$ cat src/rtl/tapline_pkg.sv
package tapline_pkg;

    // Delay in stages for a width setting, given the line length.
    function automatic int unsigned tap_depth(input int unsigned w, input int unsigned max_depth);
        int unsigned d;
        if (w == 0)
            d = max_depth;
        else if (w >= max_depth / 2)
            d = 1;
        else if (max_depth > 2 * w)
            d = max_depth - 2 * w;
        else
            d = 1;
        if (d < 1)
            d = 1;
        return d;
    endfunction

    typedef struct packed {
        logic err;
    } flag_state_t;

endpackage

$ cat src/rtl/tapline_delay.sv
module tapline_delay #(
    parameter int MAXDEPTH = 32,
    parameter int WW       = 5
) (
    input  logic          clk,
    input  logic          rst_n,
    input  logic          din,
    input  logic [WW-1:0] width,
    output logic          dout
);
    import tapline_pkg::*;

    localparam int TAPW = $clog2(MAXDEPTH);

    typedef struct packed {
        logic [MAXDEPTH-1:0] line;
    } dly_state_t;

    dly_state_t    st_d, st_q;
    logic [TAPW-1:0] tap_idx;

    always_comb begin
        st_d      = st_q;
        st_d.line = {st_q.line[MAXDEPTH-2:0], din};
        tap_idx   = TAPW'(tap_depth(int'(width), MAXDEPTH) - 1);
    end

    always_ff @(posedge clk or negedge rst_n) begin
        if (!rst_n)
            st_q <= '0;
        else
            st_q <= st_d;
    end

    assign dout = st_q.line[tap_idx];

endmodule

$ cat src/rtl/tapline_sync.sv
module tapline_sync #(
    parameter int STAGES = 2
) (
    input  logic clk,
    input  logic rst_n,
    input  logic din,
    output logic dout
);
    logic [STAGES-1:0] chain_d, chain_q;

    generate
        if (STAGES == 1) begin : g_single
            always_comb chain_d = din;
        end else begin : g_multi
            always_comb chain_d = {chain_q[STAGES-2:0], din};
        end
    endgenerate

    always_ff @(posedge clk or negedge rst_n) begin
        if (!rst_n)
            chain_q <= '0;
        else
            chain_q <= chain_d;
    end

    assign dout = chain_q[STAGES-1];

endmodule

$ cat src/rtl/tapline_flags.sv
module tapline_flags (
    input  logic clk,
    input  logic rst_n,
    input  logic level,
    input  logic clr_wr,
    input  logic clr_data,
    input  logic stat_irq_en,
    input  logic stat_dma_en,
    input  logic err_irq_en,
    output logic stat_flag,
    output logic stat_trig,
    output logic stat_irq,
    output logic stat_dma,
    output logic err_flag,
    output logic err_irq
);
    import tapline_pkg::*;

    flag_state_t st_d, st_q;
    logic        clr_hit;

    always_comb begin
        st_d    = st_q;
        clr_hit = clr_wr & clr_data;
        if (level)
            st_d.err = 1'b1;
        else if (clr_hit)
            st_d.err = 1'b0;
    end

    always_ff @(posedge clk or negedge rst_n) begin
        if (!rst_n)
            st_q <= '0;
        else
            st_q <= st_d;
    end

    assign stat_flag = level;
    assign stat_trig = level;
    assign stat_irq  = level & stat_irq_en;
    assign stat_dma  = level & stat_dma_en;
    assign err_flag  = st_q.err;
    assign err_irq   = st_q.err & err_irq_en;

endmodule

$ cat src/rtl/tapline_input_stage.sv
module tapline_input_stage #(
    parameter int NPIN     = 8,
    parameter int MAXDEPTH = 32,
    parameter int WW       = 5,
    parameter int SYNC_N   = 2,
    localparam int SELW    = $clog2(NPIN)
) (
    input  logic            clk,
    input  logic            rst_n,
    input  logic [NPIN-1:0] pin_vec,
    input  logic [SELW-1:0] pin_sel,
    input  logic [WW-1:0]   width,
    input  logic            lut_pin,
    input  logic            err_clr_wr,
    input  logic            err_clr_data,
    input  logic            stat_irq_en,
    input  logic            stat_dma_en,
    input  logic            err_irq_en,
    output logic            lut_in,
    output logic            stat_flag,
    output logic            stat_trig,
    output logic            stat_irq,
    output logic            stat_dma,
    output logic            err_flag,
    output logic            err_irq
);
    logic sel_bit;
    logic pin_sync;

    assign sel_bit = pin_vec[pin_sel];

    tapline_delay #(.MAXDEPTH(MAXDEPTH), .WW(WW)) u_delay (
        .clk   (clk),
        .rst_n (rst_n),
        .din   (sel_bit),
        .width (width),
        .dout  (lut_in)
    );

    tapline_sync #(.STAGES(SYNC_N)) u_sync (
        .clk   (clk),
        .rst_n (rst_n),
        .din   (lut_pin),
        .dout  (pin_sync)
    );

    tapline_flags u_flags (
        .clk         (clk),
        .rst_n       (rst_n),
        .level       (pin_sync),
        .clr_wr      (err_clr_wr),
        .clr_data    (err_clr_data),
        .stat_irq_en (stat_irq_en),
        .stat_dma_en (stat_dma_en),
        .err_irq_en  (err_irq_en),
        .stat_flag   (stat_flag),
        .stat_trig   (stat_trig),
        .stat_irq    (stat_irq),
        .stat_dma    (stat_dma),
        .err_flag    (err_flag),
        .err_irq     (err_irq)
    );

endmodule

$ cat config.mk
export PLATFORM = sky130hd
export DESIGN_NAME = tapline_input_stage
export DESIGN_NICKNAME = d
export VERILOG_FILES = /design/src/rtl/tapline_pkg.sv /design/src/rtl/tapline_delay.sv /design/src/rtl/tapline_sync.sv /design/src/rtl/tapline_flags.sv /design/src/rtl/tapline_input_stage.sv
export SDC_FILE = /design/constraint.sdc
export NUM_CORES = 1
export LEC_CHECK = 0
export CORE_ASPECT_RATIO = 0.5
export CORE_MARGIN = 2
export CORE_UTILIZATION = 45
export CTS_CLUSTER_SIZE = 16
export DETAILED_ROUTE_END_ITERATION = 8
export PLACE_DENSITY_LB_ADDON = 0.12
export SLEW_MARGIN = 20
export SYNTH_ARGS = -nofsm -noshare
export SYNTH_HDL_FRONTEND = slang
export SYNTH_SLANG_ARGS = --single-unit
$ cat constraint.sdc
create_clock -name clk -period 4.3 [get_ports clk]
set_clock_uncertainty 0.15 [all_clocks]
set_input_delay 0.86 -clock clk [delete_from_list [all_inputs] [get_ports clk]]
set_output_delay 0.86 -clock clk [all_outputs]
set_load 0.02 [all_outputs]
# ---- Word level (Yosys, flattened, before mapping)
# Index checks and enable logic that the tools add are counted.
dict set report op_classes {
  magnitude_cmp 5
  bitwise_logic 4
  n_reduce_logical 2
  add_sub_neg 2
  muxes 10
}
# operator n
set op_table {}
lappend op_table {{$mux 32} 3}
lappend op_table {{$lt 32x1->1 const B} 1}
lappend op_table {{$sub 6x6->7 const A} 1}
lappend op_table {{$gt 6x6->1 const A} 1}
lappend op_table {{$lt 5x6->1 const B} 1}
lappend op_table {{$bmux 1 s5} 1}
lappend op_table {{$ge 5x5->1 const B} 1}
lappend op_table {{$logic_not 5->1} 1}
lappend op_table {{$mux 5} 1}
lappend op_table {{$sub 5x1->5 const B} 1}
lappend op_table {{$and 1x1->1} 4}
lappend op_table {{$lt 3x4->1 const B} 1}
lappend op_table {{$mux 1} 4}
lappend op_table {{$bmux 1 s3} 1}
lappend op_table {{$reduce_bool 2->1} 1}
dict set report totals {
  ff_bits 35
  wordCells 26
  input_bits 24
  output_inout_bits 7
}

# ---- Logic depth before layout (Yosys ltp)
# Gate-level depths: netlist (run 1).
dict set report depth {
  depth_word 9
  depth_mapped 11
  mapped_depth_nobuf 9
}

# ---- Cells and area by module
# A second synthesis (run 1) with hierarchy kept.
dict set report hier_totals {
  hier_cells 95
  area_unflattened_um2 1391.3
}
# mod area_each_um2 seq_area_each_um2 instances cells_each
set by_module_without_submodules {}
lappend by_module_without_submodules {tapline_delay 1207.4 800.8 1 82}
lappend by_module_without_submodules {tapline_flags 70.1 25.0 1 8}
lappend by_module_without_submodules {tapline_input_stage 63.8 0.0 1 3}
lappend by_module_without_submodules {tapline_sync 50.0 50.0 1 2}

# ---- Worst setup path before layout (run 1)
# OpenSTA, ideal clock, no wires.
dict set report synth_timing {
  kind {input to output}
  start {input width[0]}
  end {output lut_in}
  t_arrival_ns 2.668
  required_time_ns 3.290
  path_stages 11
  path_buffers 2
  setup_slack_ns 0.622
  cell_sequence {buf_2 inv_2 ha_1 nor3b_2 nand2b_1 buf_4 nor3_1 a221oi_1 and4b_1 o21ai_1 o311a_1}
}
dict set report synth_between {
  elab_chain_cells 9
  elab_cells_between_ends 12
  classes_between {2 x add/sub; 3 x order compare; 6 x mux; 1 x reduce/logical}
}
# item line_no
set synth_rtl {}
lappend synth_rtl {{start: declaration} tapline_input_stage.sv:12} ;# input logic [WW-1:0] width,
lappend synth_rtl {{$sub 6x6->7 / $gt 6x6->1 (equally long branches)} {tapline_pkg.sv:11, tapline_pkg.sv:10}}
lappend synth_rtl {{$mux 32} tapline_pkg.sv:10} ;# else if (max_depth > 2 * w)
lappend synth_rtl {{$mux 32} tapline_pkg.sv:8} ;# else if (w >= max_depth / 2)
lappend synth_rtl {{$mux 32 *} tapline_pkg.sv:6} ;# if (w == 0)
lappend synth_rtl {{$lt 32x1->1} tapline_pkg.sv:14} ;# if (d < 1)
lappend synth_rtl {{$mux 5 *} tapline_pkg.sv:14}
lappend synth_rtl {{$sub 5x1->5 *} tapline_delay.sv:25} ;# tap_idx = TAPW'(tap_depth(int'(width), MAXDEPTH) - 1);
lappend synth_rtl {{$bmux 1 s5 *} tapline_delay.sv:35} ;# assign dout = st_q.line[tap_idx];
lappend synth_rtl {{$mux 1 (not written as such) *} tapline_delay.sv:35}
lappend synth_rtl {{end: declaration} tapline_input_stage.sv:19} ;# output logic lut_in,
# Mark *: on every way between the ends. The rest lies on a longest branch, timed or not. The select of a mux whose other input is x is not followed.

# ---- Worst setup path in the final report (run 1)
dict set report layout_timing {
  start {input width[2]}
  end {output lut_in}
}
# The elaborated chain is that of the path after synthesis.

==> impl_metrics.env, run 1 <==
export IMPL_crit_start="width[2]"
export IMPL_yosysUniqueCellTypes=45
export IMPL_yosysWarnings=0
export IMPL_vias=1109
export IMPL_worst_slew_pin_slew_ns=0.421
export IMPL_crit_type="input port to output port"
export IMPL_ios=31
export IMPL_n_antenna_cell=0
export IMPL_synth_fa_ha_area_share_pct=0.863
export IMPL_synth_compound_area_share_pct=11.3
export IMPL_seqPwrFrac_pct=45.2
export IMPL_path_max_fanout=4
export IMPL_synth_top_area_share_pct=60.4
export IMPL_synth_edff_count=0
export IMPL_worstHoldPathCells=0
export IMPL_fp_dieH_um=44.1
export IMPL_cts_tree="built"
export IMPL_drive_gt1_share_pct=27.3
export IMPL_synth_ff_type="dfrtp_1"
export IMPL_clkLatencyLatePin_ns=0.28
export IMPL_port_buffers=30
export IMPL_cts_root_buf="clkbuf_8"
export IMPL_timing_slew_headroom_pct=71.9
export IMPL_syn_area_per_cell_um2=12.5
export IMPL_final_antenna_net_count=0
export IMPL_rows=14
export IMPL_routedWlPerCell_um=15.2
export IMPL_grt_max_degree=36
export IMPL_drt_drc_violations_left=0
export IMPL_cts_clk_slew_worst_paths_ns=0.07
export IMPL_slew_violations=0
export IMPL_async_reset_ff_share_pct=100
export IMPL_fin_util_pct=69.7
export IMPL_rrSetupSlack_ns=3.48
export IMPL_crit_path_max_incr_delay_ns=0.46
export IMPL_r2r_end="u_flags.err_flag"
export IMPL_power_density_nw_per_um2=410
export IMPL_fin_area_um2=2110
export IMPL_syn_area_um2=1450
export IMPL_final_hold_viol_count=0
export IMPL_drv_max_cap_violation_count=0
export IMPL_routed_wl_um=3230
export IMPL_antenna_found_initial=0
export IMPL_vias_per_cell=5.23
export IMPL_power_switching_share_pct=22.4
export IMPL_crit_top_cell="buf_4"
export IMPL_dr_pass1_iters=4
export IMPL_intPower_mw=0.672
export IMPL_status="completed"
export IMPL_grt_pass1_wl_um=5510
export IMPL_p_comb_share_pct=15.2
export IMPL_synth_top_family_by_area="simple AND/OR/NAND/NOR gates"
export IMPL_synthSimpleGateAreaFrac_pct=16.8
export IMPL_max_freq_mhz=248
export IMPL_synth_xor_area_share_pct=1.21
export IMPL_cp_arrival_ns=3.01
export IMPL_clk_path_buf_depth=2
export IMPL_grt_pass1_vias=1167
export IMPL_cts_sinks=35
export IMPL_tns_ns=0
export IMPL_period_needed_ns=4.02
export IMPL_place_area_um2=1940
export IMPL_post_dp_hpwl_um=2480
export IMPL_hp_class="register to register"
export IMPL_drt_iter0_drc=51
export IMPL_cts_setup_buffers=0
export IMPL_grtUsageTotal_pct=20.2
export IMPL_htree_levels=2
export IMPL_areaGrowthSynthToFinish_pct=45.6
export IMPL_rsz0062_at_grt="no"
export IMPL_synth_area_mux_share_pct=5.95
export IMPL_synth_area_top_cells="dfrtp_1, mux4_2, nand2_1, mux2i_1, nor2_1"
export IMPL_fillers=231
export IMPL_fin_crit_sh_pct=93.6
export IMPL_crit_path_cell_trace="clkdlybuf4s50_1 > and2b_4 > buf_4 > or2_4 > a211oi_4 > o21bai_4 > o211ai_1 > or3_1 > o311a_1 > buf_4"
export IMPL_synth_seq_cells=35
export IMPL_ys_seq_area_share_pct=60.4
export IMPL_r2r_start="u_sync.chain_q[1]"
export IMPL_die_x_um=84.3
export IMPL_clkPwrFrac_pct=39.6
export IMPL_cp_required_ns=3.29
export IMPL_irDropWorstVdd_mv=0.273
export IMPL_switchingPower_mw=0.194
export IMPL_start_util_pct=47.9
export IMPL_end_kind="output port"
export IMPL_fp_coreArea_um2=3030
export IMPL_p_leak_nw=0.934
export IMPL_cp_endpoint="lut_in"
export IMPL_die_area_um2=3720
export IMPL_ff2ff_path_depth=1
export IMPL_synth_fp_nets=141
export IMPL_slowest_stage="clkdlybuf4s50_1"
export IMPL_numCtsBuffers=5
export IMPL_overflow=0
export IMPL_yosys_area_top_type="dfrtp_1"
export IMPL_syn_inst=116
export IMPL_startpoint_type="input port"
export IMPL_nets=196
export IMPL_setup_violations=0
export IMPL_gp_congestion=0.888
## critical path, delay by kind of cell
kind / cells / cell delay, ns
buf+inv: 3 / 0.75
compound gates: 4 / 0.64
simple gates: 3 / 0.75
## cell usage in the layout (no fill, tap or decap), types with 4 or more instances in the layout
master,count
clkdlybuf4s50_1,27
dfrtp_1,35
nor3_1,4
buf_4,24
nand2_1,9
nor2_1,7
o21ai_0,4
clkbuf_8,5
## per-layer routing
layer | GRT usage (%) | wire length [um] | vias up
met5 | 0 | 0 | -
met4 | 4.52 | 10 | 0
met3 | 7.28 | 189 | 2
met2 | 33.5 | 1530 | 34
met1 | 26.1 | 1500 | 546
li1 | - | - | 527
## power groups by stage
stage	logic [mW]	registers [mW]	clock network, mW
2_1_floorplan	0.0601	0.388	0
3_3_place_gp	0.125	0.394	0
3_5_place_dp	0.127	0.397	0
4_1_cts	0.130	0.391	0.351
5_1_grt	0.143	0.396	0.367
6_report	0.131	0.391	0.343
## state kept, by name, indices dropped and copies added (netlist names)
name,cells
u_delay.st_q,32
u_sync.chain_q,2
u_flags.err_flag,1
## synth_stat cells, drive strengths merged (2+ instances only)
library cell,n
buf,4
nand3,2
nor4,3
and2,3
a2111oi,2
o21ai,5
o211ai,2
nand4,3
nor3,5
mux2i,3
mux4,2
inv,4
nor2,8
a21oi,2
nand2,10
dfrtp,35
## stage by stage
step	setup WS (ns)	total power, mW	cells	hold slack (ns)
global route	0.191	0.905	212	0.207
global placement	-0.265	0.520	204	0.183
detailed placement	-0.315	0.524	204	0.187
CTS	0.0192	0.872	212	0.204
floorplan	0.622	0.448	116	0.181
finish	0.275	0.866	212	0.202
## timing repair
item                       4_1_cts  5_1_grt
hold buffers                     0        0
gates resized for setup          7        8
setup endpoints to repair        1        1
pin swaps                        1        1
## cell type report
| cell class | count | area, um2 | area share [%] |
|---|---|---|---|
| Tap cell | 40 | 50.0 | 2.37 |
| Timing Repair Buffer | 53 | 475 | 22.5 |
| Clock buffer | 6 | 72.6 | 3.44 |
| Sequential cell | 35 | 876 | 41.5 |
| Inverter | 4 | 15.0 | 0.711 |
| Multi-Input combinational cell | 72 | 562 | 26.6 |
| Clock inverter | 2 | 60.1 | 2.85 |
## worst min path at each step
stage	endpoint	from	slack (ns)
after global routing	u_delay.st_q[31]	u_delay.st_q[30]	0.21
after detailed placement	u_delay.st_q[11]	u_delay.st_q[10]	0.19
final	u_delay.st_q[31]	u_delay.st_q[30]	0.20
after global placement	u_delay.st_q[27]	u_delay.st_q[26]	0.18
after CTS	u_delay.st_q[11]	u_delay.st_q[10]	0.20
after floorplan	u_delay.st_q[11]	u_delay.st_q[10]	0.18
## logic make-up after synthesis
logic type,after synthesis
and+or+nand+nor,43
DFF,35
AOI/OAI and AO/OA,20
buffers and inverters,9
muxes,6
xor gates and xnor gates,2
adders and majority gates,1
(Power assumes the default switching activity.)
==> run 2, diff against run 1 <==
--- a/config.mk
+++ b/config.mk
@@ -10,6 +10,7 @@
 export CORE_UTILIZATION = 45
 export CTS_CLUSTER_SIZE = 16
 export DETAILED_ROUTE_END_ITERATION = 8
+export GPL_TIMING_DRIVEN = 1
 export PLACE_DENSITY_LB_ADDON = 0.12
 export SLEW_MARGIN = 20
 export SYNTH_ARGS = -nofsm -noshare
==> results of run 2 <==
Final layout, timing and power as in run 1 (identical DEF).
